$ cat src/rtl/lwb_pkg.sv
package lwb_pkg;
  typedef enum logic [1:0] {
    ST_IDLE  = 2'd0,
    ST_CAPT  = 2'd1,
    ST_FLUSH = 2'd2
  } lwb_state_e;
endpackage

$ cat src/rtl/lwb_ctrl.sv
module lwb_ctrl
  import lwb_pkg::*;
(
  input  logic clk_i,
  input  logic rst_ni,
  input  logic req_valid_i,
  input  logic req_we_i,
  input  logic flush_i,
  input  logic hold_valid_i,
  output logic ready_o,
  output logic wr_accept_o,
  output logic rd_accept_o,
  output logic commit_o,
  output logic load_o,
  output logic clear_o,
  output logic busy_o
);
  lwb_state_e state_q, state_d;

  assign ready_o     = (state_q == ST_IDLE) && !flush_i;
  assign wr_accept_o = req_valid_i && ready_o && req_we_i;
  assign rd_accept_o = req_valid_i && ready_o && !req_we_i;

  always_comb begin
    state_d = state_q;
    unique case (state_q)
      ST_IDLE: begin
        if (flush_i && hold_valid_i) state_d = ST_FLUSH;
        else if (wr_accept_o)        state_d = ST_CAPT;
      end
      ST_CAPT:  state_d = ST_IDLE;
      ST_FLUSH: state_d = ST_IDLE;
      default:  state_d = ST_IDLE;
    endcase
  end

  always_ff @(posedge clk_i or negedge rst_ni) begin
    if (!rst_ni) state_q <= ST_IDLE;
    else         state_q <= state_d;
  end

  // the held write leaves in the capture cycle of its successor, or on flush
  assign commit_o = ((state_q == ST_CAPT) || (state_q == ST_FLUSH)) && hold_valid_i;
  assign load_o   = (state_q == ST_CAPT);
  assign clear_o  = (state_q == ST_FLUSH);
  assign busy_o   = (state_q == ST_FLUSH);
endmodule

$ cat src/rtl/lwb_hold.sv
module lwb_hold #(
  parameter int AW = 16,
  parameter int DW = 32
) (
  input  logic          clk_i,
  input  logic          rst_ni,
  input  logic          wr_accept_i,
  input  logic [AW-1:0] req_addr_i,
  input  logic [DW-1:0] wdata_i,
  input  logic          load_i,
  input  logic          clear_i,
  output logic          valid_o,
  output logic [AW-1:0] addr_o,
  output logic [DW-1:0] data_o,
  output logic          hit_o
);
  logic [AW-1:0] pend_addr_q;
  logic [AW-1:0] addr_q;
  logic [DW-1:0] data_q;
  logic          valid_q;
  logic [AW-1:0] bit_eq;

  // address of the write in flight, waiting for its late data
  always_ff @(posedge clk_i or negedge rst_ni) begin
    if (!rst_ni)          pend_addr_q <= '0;
    else if (wr_accept_i) pend_addr_q <= req_addr_i;
  end

  always_ff @(posedge clk_i or negedge rst_ni) begin
    if (!rst_ni) begin
      valid_q <= 1'b0;
      addr_q  <= '0;
      data_q  <= '0;
    end else if (load_i) begin
      valid_q <= 1'b1;
      addr_q  <= pend_addr_q;
      data_q  <= wdata_i;
    end else if (clear_i) begin
      valid_q <= 1'b0;
    end
  end

  for (genvar i = 0; i < AW; i++) begin : g_cmp
    assign bit_eq[i] = ~(addr_q[i] ^ req_addr_i[i]);
  end

  assign hit_o   = valid_q && (&bit_eq);
  assign valid_o = valid_q;
  assign addr_o  = addr_q;
  assign data_o  = data_q;
endmodule

$ cat src/rtl/lwb_port.sv
module lwb_port #(
  parameter int AW = 16,
  parameter int DW = 32
) (
  input  logic          clk_i,
  input  logic          rst_ni,
  input  logic          commit_i,
  input  logic [AW-1:0] hold_addr_i,
  input  logic [DW-1:0] hold_data_i,
  input  logic          rd_accept_i,
  input  logic          rd_hit_i,
  input  logic [AW-1:0] req_addr_i,
  input  logic [DW-1:0] ram_rdata_i,
  output logic          ram_en_o,
  output logic          ram_we_o,
  output logic [AW-1:0] ram_addr_o,
  output logic [DW-1:0] ram_wdata_o,
  output logic          rsp_valid_o,
  output logic [DW-1:0] rsp_rdata_o
);
  logic          rsp_valid_q;
  logic          rsp_hit_q;
  logic [DW-1:0] hit_data_q;

  assign ram_we_o    = commit_i;
  assign ram_en_o    = commit_i || (rd_accept_i && !rd_hit_i);
  assign ram_addr_o  = commit_i ? hold_addr_i : req_addr_i;
  assign ram_wdata_o = hold_data_i;

  always_ff @(posedge clk_i or negedge rst_ni) begin
    if (!rst_ni) begin
      rsp_valid_q <= 1'b0;
      rsp_hit_q   <= 1'b0;
      hit_data_q  <= '0;
    end else begin
      rsp_valid_q <= rd_accept_i;
      rsp_hit_q   <= rd_accept_i && rd_hit_i;
      if (rd_accept_i && rd_hit_i) hit_data_q <= hold_data_i;
    end
  end

  assign rsp_valid_o = rsp_valid_q;
  assign rsp_rdata_o = rsp_hit_q ? hit_data_q : ram_rdata_i;
endmodule

$ cat src/rtl/late_write_buf.sv
module late_write_buf #(
  parameter int AW = 16,
  parameter int DW = 32
) (
  input  logic          clk_i,
  input  logic          rst_ni,
  input  logic          req_valid_i,
  output logic          req_ready_o,
  input  logic          req_we_i,
  input  logic [AW-1:0] req_addr_i,
  input  logic [DW-1:0] req_wdata_i,
  output logic          rsp_valid_o,
  output logic [DW-1:0] rsp_rdata_o,
  input  logic          flush_i,
  output logic          busy_o,
  output logic          ram_en_o,
  output logic          ram_we_o,
  output logic [AW-1:0] ram_addr_o,
  output logic [DW-1:0] ram_wdata_o,
  input  logic [DW-1:0] ram_rdata_i
);
  logic          wr_accept, rd_accept, commit, load, clear;
  logic          hold_valid, hold_hit;
  logic [AW-1:0] hold_addr;
  logic [DW-1:0] hold_data;

  lwb_ctrl u_ctrl (
    .clk_i        (clk_i),
    .rst_ni       (rst_ni),
    .req_valid_i  (req_valid_i),
    .req_we_i     (req_we_i),
    .flush_i      (flush_i),
    .hold_valid_i (hold_valid),
    .ready_o      (req_ready_o),
    .wr_accept_o  (wr_accept),
    .rd_accept_o  (rd_accept),
    .commit_o     (commit),
    .load_o       (load),
    .clear_o      (clear),
    .busy_o       (busy_o)
  );

  lwb_hold #(.AW(AW), .DW(DW)) u_hold (
    .clk_i       (clk_i),
    .rst_ni      (rst_ni),
    .wr_accept_i (wr_accept),
    .req_addr_i  (req_addr_i),
    .wdata_i     (req_wdata_i),
    .load_i      (load),
    .clear_i     (clear),
    .valid_o     (hold_valid),
    .addr_o      (hold_addr),
    .data_o      (hold_data),
    .hit_o       (hold_hit)
  );

  lwb_port #(.AW(AW), .DW(DW)) u_port (
    .clk_i       (clk_i),
    .rst_ni      (rst_ni),
    .commit_i    (commit),
    .hold_addr_i (hold_addr),
    .hold_data_i (hold_data),
    .rd_accept_i (rd_accept),
    .rd_hit_i    (hold_hit),
    .req_addr_i  (req_addr_i),
    .ram_rdata_i (ram_rdata_i),
    .ram_en_o    (ram_en_o),
    .ram_we_o    (ram_we_o),
    .ram_addr_o  (ram_addr_o),
    .ram_wdata_o (ram_wdata_o),
    .rsp_valid_o (rsp_valid_o),
    .rsp_rdata_o (rsp_rdata_o)
  );
endmodule

$ cat config.mk
export PLATFORM = sky130hd
export DESIGN_NAME = late_write_buf
export DESIGN_NICKNAME = d
export VERILOG_FILES = /design/src/rtl/lwb_pkg.sv /design/src/rtl/lwb_ctrl.sv /design/src/rtl/lwb_hold.sv /design/src/rtl/lwb_port.sv /design/src/rtl/late_write_buf.sv
export SDC_FILE = /design/constraint.sdc
export NUM_CORES = 1
export LEC_CHECK = 0
export ABC_AREA = 1
export ABC_CLOCK_PERIOD_IN_PS = 1500
export BUFFER_PORTS_ARGS = -buffer_cell sky130_fd_sc_hd__buf_2
export CAP_MARGIN = 20
export CORE_MARGIN = 2
export CORE_UTILIZATION = 45
export DETAILED_ROUTE_END_ITERATION = 12
export PLACE_DENSITY = 0.85
export SYNTH_ARGS = -nofsm -noshare
export SYNTH_HDL_FRONTEND = slang
export SYNTH_SLANG_ARGS = --single-unit
$ cat constraint.sdc
create_clock -name clk_i -period 1.5 [get_ports clk_i]
set_input_delay 0.225 -clock clk_i [delete_from_list [all_inputs] [get_ports clk_i]]
set_output_delay 0.225 -clock clk_i [all_outputs]
set_load 0.1 [all_outputs]
### Word-level counts from Yosys, hierarchy flattened

Index checks and enable logic that the tools add are counted.

| storage, ports and cells | value |
|---|---|
| output and inout port bits | 85 |
| logic and storage cells | 67 |
| flip-flop bits (word level) | 101 |

| cells by class | value |
|---|---|
| eq/ne operators | 3 |
| bitwise operators | 32 |
| reductions and logical operators | 17 |
| multiplexer cells | 7 |

Operators by type and width:

| cell | number |
|---|---|
| 2-to-1 mux 32 bit | 1 |
| 2-to-1 mux 16 bit | 1 |
| inverter 1 bit | 16 |
| AND reduction 16 bit | 1 |
| bitwise XOR 1 bit | 16 |
| logical AND 1 bit | 9 |
| 2-to-1 mux 2 bit | 3 |
| zero test 1 bit | 3 |
| != test 3 x 2 -> 1 bit, second input constant | 1 |
| equality test 2 x 1 -> 1 bit, second input constant | 1 |
| equality test 2 bit, second input constant | 1 |
| zero test 2 bit | 1 |
| logical OR 1 bit | 2 |
| 2-to-1 mux 1 bit | 2 |
| nonzero test 2 bit | 1 |

### Depth between registers and ports, before layout

| depth | value |
|---|---|
| depth after elaboration | 7 |
| mapped depth | 11 |
| depth with buffers taken out | 11 |

### Hierarchy

Synthesis repeated with hierarchy kept, for this count alone.

| unflattened totals | value |
|---|---|
| cell total of the unflattened synthesis | 667 |
| area total of the unflattened synthesis | 5202.5 sq um |

Modules (own cells, without submodules):

| module | area an instance (sq um) | cells an instance | seq. area each (sq um) | times used |
|---|---|---|---|---|
| lwb_hold | 2665.1 | 309 | 1626.6 | 1 |
| lwb_port | 2363.5 | 333 | 850.8 | 1 |
| lwb_ctrl | 173.9 | 25 | 50.0 | 1 |

### Worst setup path after synthesis

No wires, ideal clock.

| timing | value |
|---|---|
| path kind | register -> output |
| start | reg u_ctrl.state_q[1] |
| end | out ram_addr_o[10] |
| path slack | -1.852 ns |
| cell stages (with the launch flop) | 6 |
| data required time | 1.275 ns |
| path buffers | 1 |
| data arrival time | 3.127 ns |
| cell sequence | dfrtp_1 -> inv_1 -> ha_1 -> nand2_1 -> clkbuf_1 -> o21ai_0 |

| on the way | value |
|---|---|
| cells in the longest elaborated chain, start to end | 4 |
| elaborated cells on any way between the ends | 5 |
| classes of those cells | eq/ne: 2; mux: 1; reduce/logical: 2 |

RTL lines:

| item | RTL line | RTL |
|---|---|---|
| start, declared | lwb_ctrl.sv:18 | `lwb_state_e state_q, state_d;` |
| start signal, assigned | lwb_ctrl.sv:39 | `else state_q <= state_d;` |
| equality test 2 x 1 -> 1 bit or equality test 2 bit (tied branches) | lwb_ctrl.sv:43 | `assign commit_o = ((state_q == ST_CAPT) \|\| (state_q == ST_FLUSH)) && hold_valid_i;` |
| logical OR 1 bit (*) | lwb_ctrl.sv:43 |  |
| logical AND 1 bit (*) | lwb_ctrl.sv:43 |  |
| 2-to-1 mux 16 bit (*) | lwb_port.sv:27 | `assign ram_addr_o = commit_i ? hold_addr_i : req_addr_i;` |
| end, declared | late_write_buf.sv:18 | `output logic [AW-1:0] ram_addr_o,` |

Every way passes the cells marked *; elsewhere a longest branch is shown, timed or not.

### Worst setup path after layout

| timing | value |
|---|---|
| start | reg u_ctrl.state_q[0] |
| end | out ram_addr_o[8] |

Same word-level chain as after synthesis.

==> flow_metrics.tcl <==
set metrics [dict create \
    core_um2 10700 \
    antenna_found_initial 0 \
    cts_buffer_depth 2 \
    place_congestion 0.804 \
    root_buffer "clkbuf_8" \
    nets 807 \
    ys_types 24 \
    cts_sinks 101 \
    synth_seq_cells 101 \
    drc_errors 0 \
    p_leak_nw 4.00 \
    num_vias 4630 \
    hold_ws_ns 0.0907 \
    grt_pass1_wl_um 22900 \
    h-tree-depth 3 \
    place_ws_ns -0.150 \
    critPathRequiredTime_ns 1.27 \
    yosysWarnings 0 \
    slew_violations 0 \
    report.power.total_w 0.0155 \
    cts_tree "built" \
    die_area_um2 11700 \
    yosysTopAreaCell "dfrtp_1" \
    clock_skew_ns 0.0101 \
    diodes 0 \
    peakVddDrop_mv 2.31 \
    drtPass1Iterations 5 \
    synth.cell_area_um2 4890 \
    finalCriticalPeriod_ns 2.04 \
    ys_seq_area_share_pct 51.7 \
    start_util_pct 45.5 \
    drive_gt1_share_pct 53.2 \
    num_rows 38 \
    grt_usage_pct 25.0 \
    clk-insertion-delay-late_ns 0.37 \
    crit_type "flip-flop to primary output" \
    grt_pass1_vias 4708 \
    max-slew-margin-rel_pct 64.7 \
    synth.top_cell.area_share_pct 51.7 \
    finalCritPeriodShare_pct 136 \
    synth_area_leaders "dfrtp_1 (52%), mux2_2 (14%), nand2_1 (12%)" \
    worst_slack_ns -0.543 \
    worstSetupEndpointType "primary output" \
    fin_cells 864 \
    place_inst 836 \
    synth_cells 508 \
    syn_avg_cell_area_um2 9.63 \
    wl_per_cell_um 18.4 \
    tightest_slew_ns 0.529 \
    fmax_mhz 489 \
    numPortBuffers 169 \
    die_h_um 108 \
    grt_remaining_overflow 0 \
    synth_nets 596 \
    final-setup-viol-count 92 \
    worstPathMaxFanout 6 \
    pin_count 170 \
    numCtsBuffers 9 \
    startpoint_type "flip-flop" \
    clk_pin_slew_worst_paths_ns 0.09 \
    hold_path_class "primary input to flip-flop" \
    viasPerCell 5.36 \
    dr.first_iter.drc_count 261 \
    antenna_left 0 \
    drv_cap 0 \
    wirelength_um 15900 \
    arrival_ns 1.82 \
    final-hold-violation-count 0 \
    dieWidth_um 108 \
    syn2layout_area_growth_pct 63.1 \
    status "finished with violations" \
    fillers 644 \
    rsz0062_at_grt "true" \
    grt_max_degree 102 \
    utilization_pct 74.3 \
    dpl.hpwl_um 10400 \
    power.density_nw_per_um2 1940 \
    failed_checks "negative setup slack" \
]
flip-flops by register name, indices dropped and copies added, names as in the netlist:
signal and count:
u_hold.data_o 32, u_hold.addr_o 16, u_ctrl.state_q 2, u_hold.valid_o 1, u_port.rsp_valid_o 1, u_hold.pend_addr_q 16, u_port.rsp_hit_q 1, u_port.hit_data_q 32
kinds of logic (layout without fill, tap and decap cells):
group	Yosys count	after routing	synth area share, %
buf+inv	71	287	6.75
compound gates	52	52	5.40
flops	101	101	51.7
simple gates	215	215	20.3
mux	65	65	15.0
xor+xnor	1	1	0.179
fa+ha+maj	3	3	0.767
cell usage after synthesis, drive strengths merged:
cell type and instances:
nand2 164, dfrtp 101, mux2 65, o21ai 49, inv 42, nand4 36, buf 19, nor2 12
clkbuf 10, a21oi 3, ha 3, nand3 3, xnor2 1
worst max-delay path, stage by stage, from the launching register on:
cell     delay, ns
dfrtp_1       0.38
inv_2         0.06
ha_4          0.30
nand2_8       0.08
buf_4         0.17
buf_4         0.14
o21ai_4       0.13
buf_12        0.19
report_power, final:
| part | switching (W) | internal (W) | leakage, nW |
|---|---|---|---|
| Sequential | 0.000706 | 0.00358 | 1.29 |
| Combinational | 0.00661 | 0.00273 | 2.60 |
| Clock | 0.000911 | 0.000934 | 0.107 |
| Total | 0.00823 | 0.00724 | 4.00 |
cell type report:
| type | instances | area [µm²] | area share (%) |
|---|---|---|---|
| well taps | 140 | 175 | 2.19 |
| repair buffers | 229 | 2400 | 30.0 |
| clock inverters | 5 | 75.1 | 0.941 |
| multi-input cells | 336 | 2510 | 31.5 |
| flip-flops and latches | 101 | 2530 | 31.7 |
| clock buffers | 11 | 131 | 1.65 |
| inverters | 42 | 164 | 2.05 |
layout by cell type (no fill, tap or decap), types with 2 or more instances in the layout:
| master | netlist | layout |
|---|---|---|
| a21oi_1 | 2 | 2 |
| buf_12 | 0 | 66 |
| buf_2 | 12 | 115 |
| buf_4 | 1 | 33 |
| buf_6 | 6 | 3 |
| buf_8 | 0 | 5 |
| bufinv_16 | 0 | 2 |
| clkbuf_1 | 10 | 2 |
| clkbuf_16 | 0 | 5 |
| clkbuf_8 | 0 | 9 |
| clkinv_2 | 0 | 3 |
| dfrtp_1 | 101 | 100 |
| ha_4 | 0 | 3 |
| inv_1 | 32 | 27 |
| inv_2 | 10 | 13 |
| mux2_2 | 60 | 33 |
| mux2_4 | 0 | 32 |
| nand2_1 | 160 | 137 |
| nand2_2 | 4 | 20 |
| nand2_4 | 0 | 5 |
| nand2_8 | 0 | 2 |
| nand3_1 | 3 | 2 |
| nand4_1 | 34 | 34 |
| nand4_4 | 2 | 2 |
| nor2_1 | 5 | 3 |
| nor2_2 | 2 | 4 |
| nor2_4 | 4 | 4 |
| o21ai_0 | 48 | 22 |
| o21ai_1 | 1 | 8 |
| o21ai_2 | 0 | 3 |
| o21ai_4 | 0 | 16 |
final timing paths:
| path | startpoint | end | cells after the start | slack, ns |
|---|---|---|---|---|
| worst max-delay path | u_ctrl.state_q[0] | ram_addr_o[8] | 7 | -0.54 |
| worst min-delay path | req_wdata_i[22] | u_hold.data_o[22] | 2 | 0.09 |
| worst min register to register | u_port.hit_data_q[4] | u_port.hit_data_q[4] | 2 | 0.49 |
| min in group asynchronous | rst_ni | u_port.hit_data_q[9] | 3 | 0.47 |
| worst max register to register | u_ctrl.state_q[1] | u_hold.pend_addr_q[4] | 8 | -0.07 |
| max in group asynchronous | rst_ni | u_ctrl.state_q[1] | 3 | 0.64 |
metrics by stage:
| stage | TNS (ns) | cell area [µm²] |
|---|---|---|
| floorplan | -27.62 | 5170 |
| global placement | -2.06 | 7260 |
| detailed placement | -4.40 | 7260 |
| CTS | -21.40 | 7720 |
| global route | -25.88 | 7980 |
| finish | -19.82 | 7980 |
repair_timing:
item	CTS	global route
gates cloned	3	5
hold buffers	1	0
hold endpoints to repair	101	0
setup endpoints to repair	89	109
buffers inserted	3	3
pin swaps	12	13
resized for setup	34	65
per-layer routing:
| metal | track usage, % | wire length, µm | vias up |
|---|---|---|---|
| met5 | 0 | 0 | - |
| met4 | 9.43 | 527 | 0 |
| met3 | 5.30 | 1110 | 48 |
| met2 | 46.2 | 8330 | 233 |
| met1 | 28.1 | 5970 | 2263 |
| li1 | - | - | 2086 |
(Power assumes the default switching activity.)
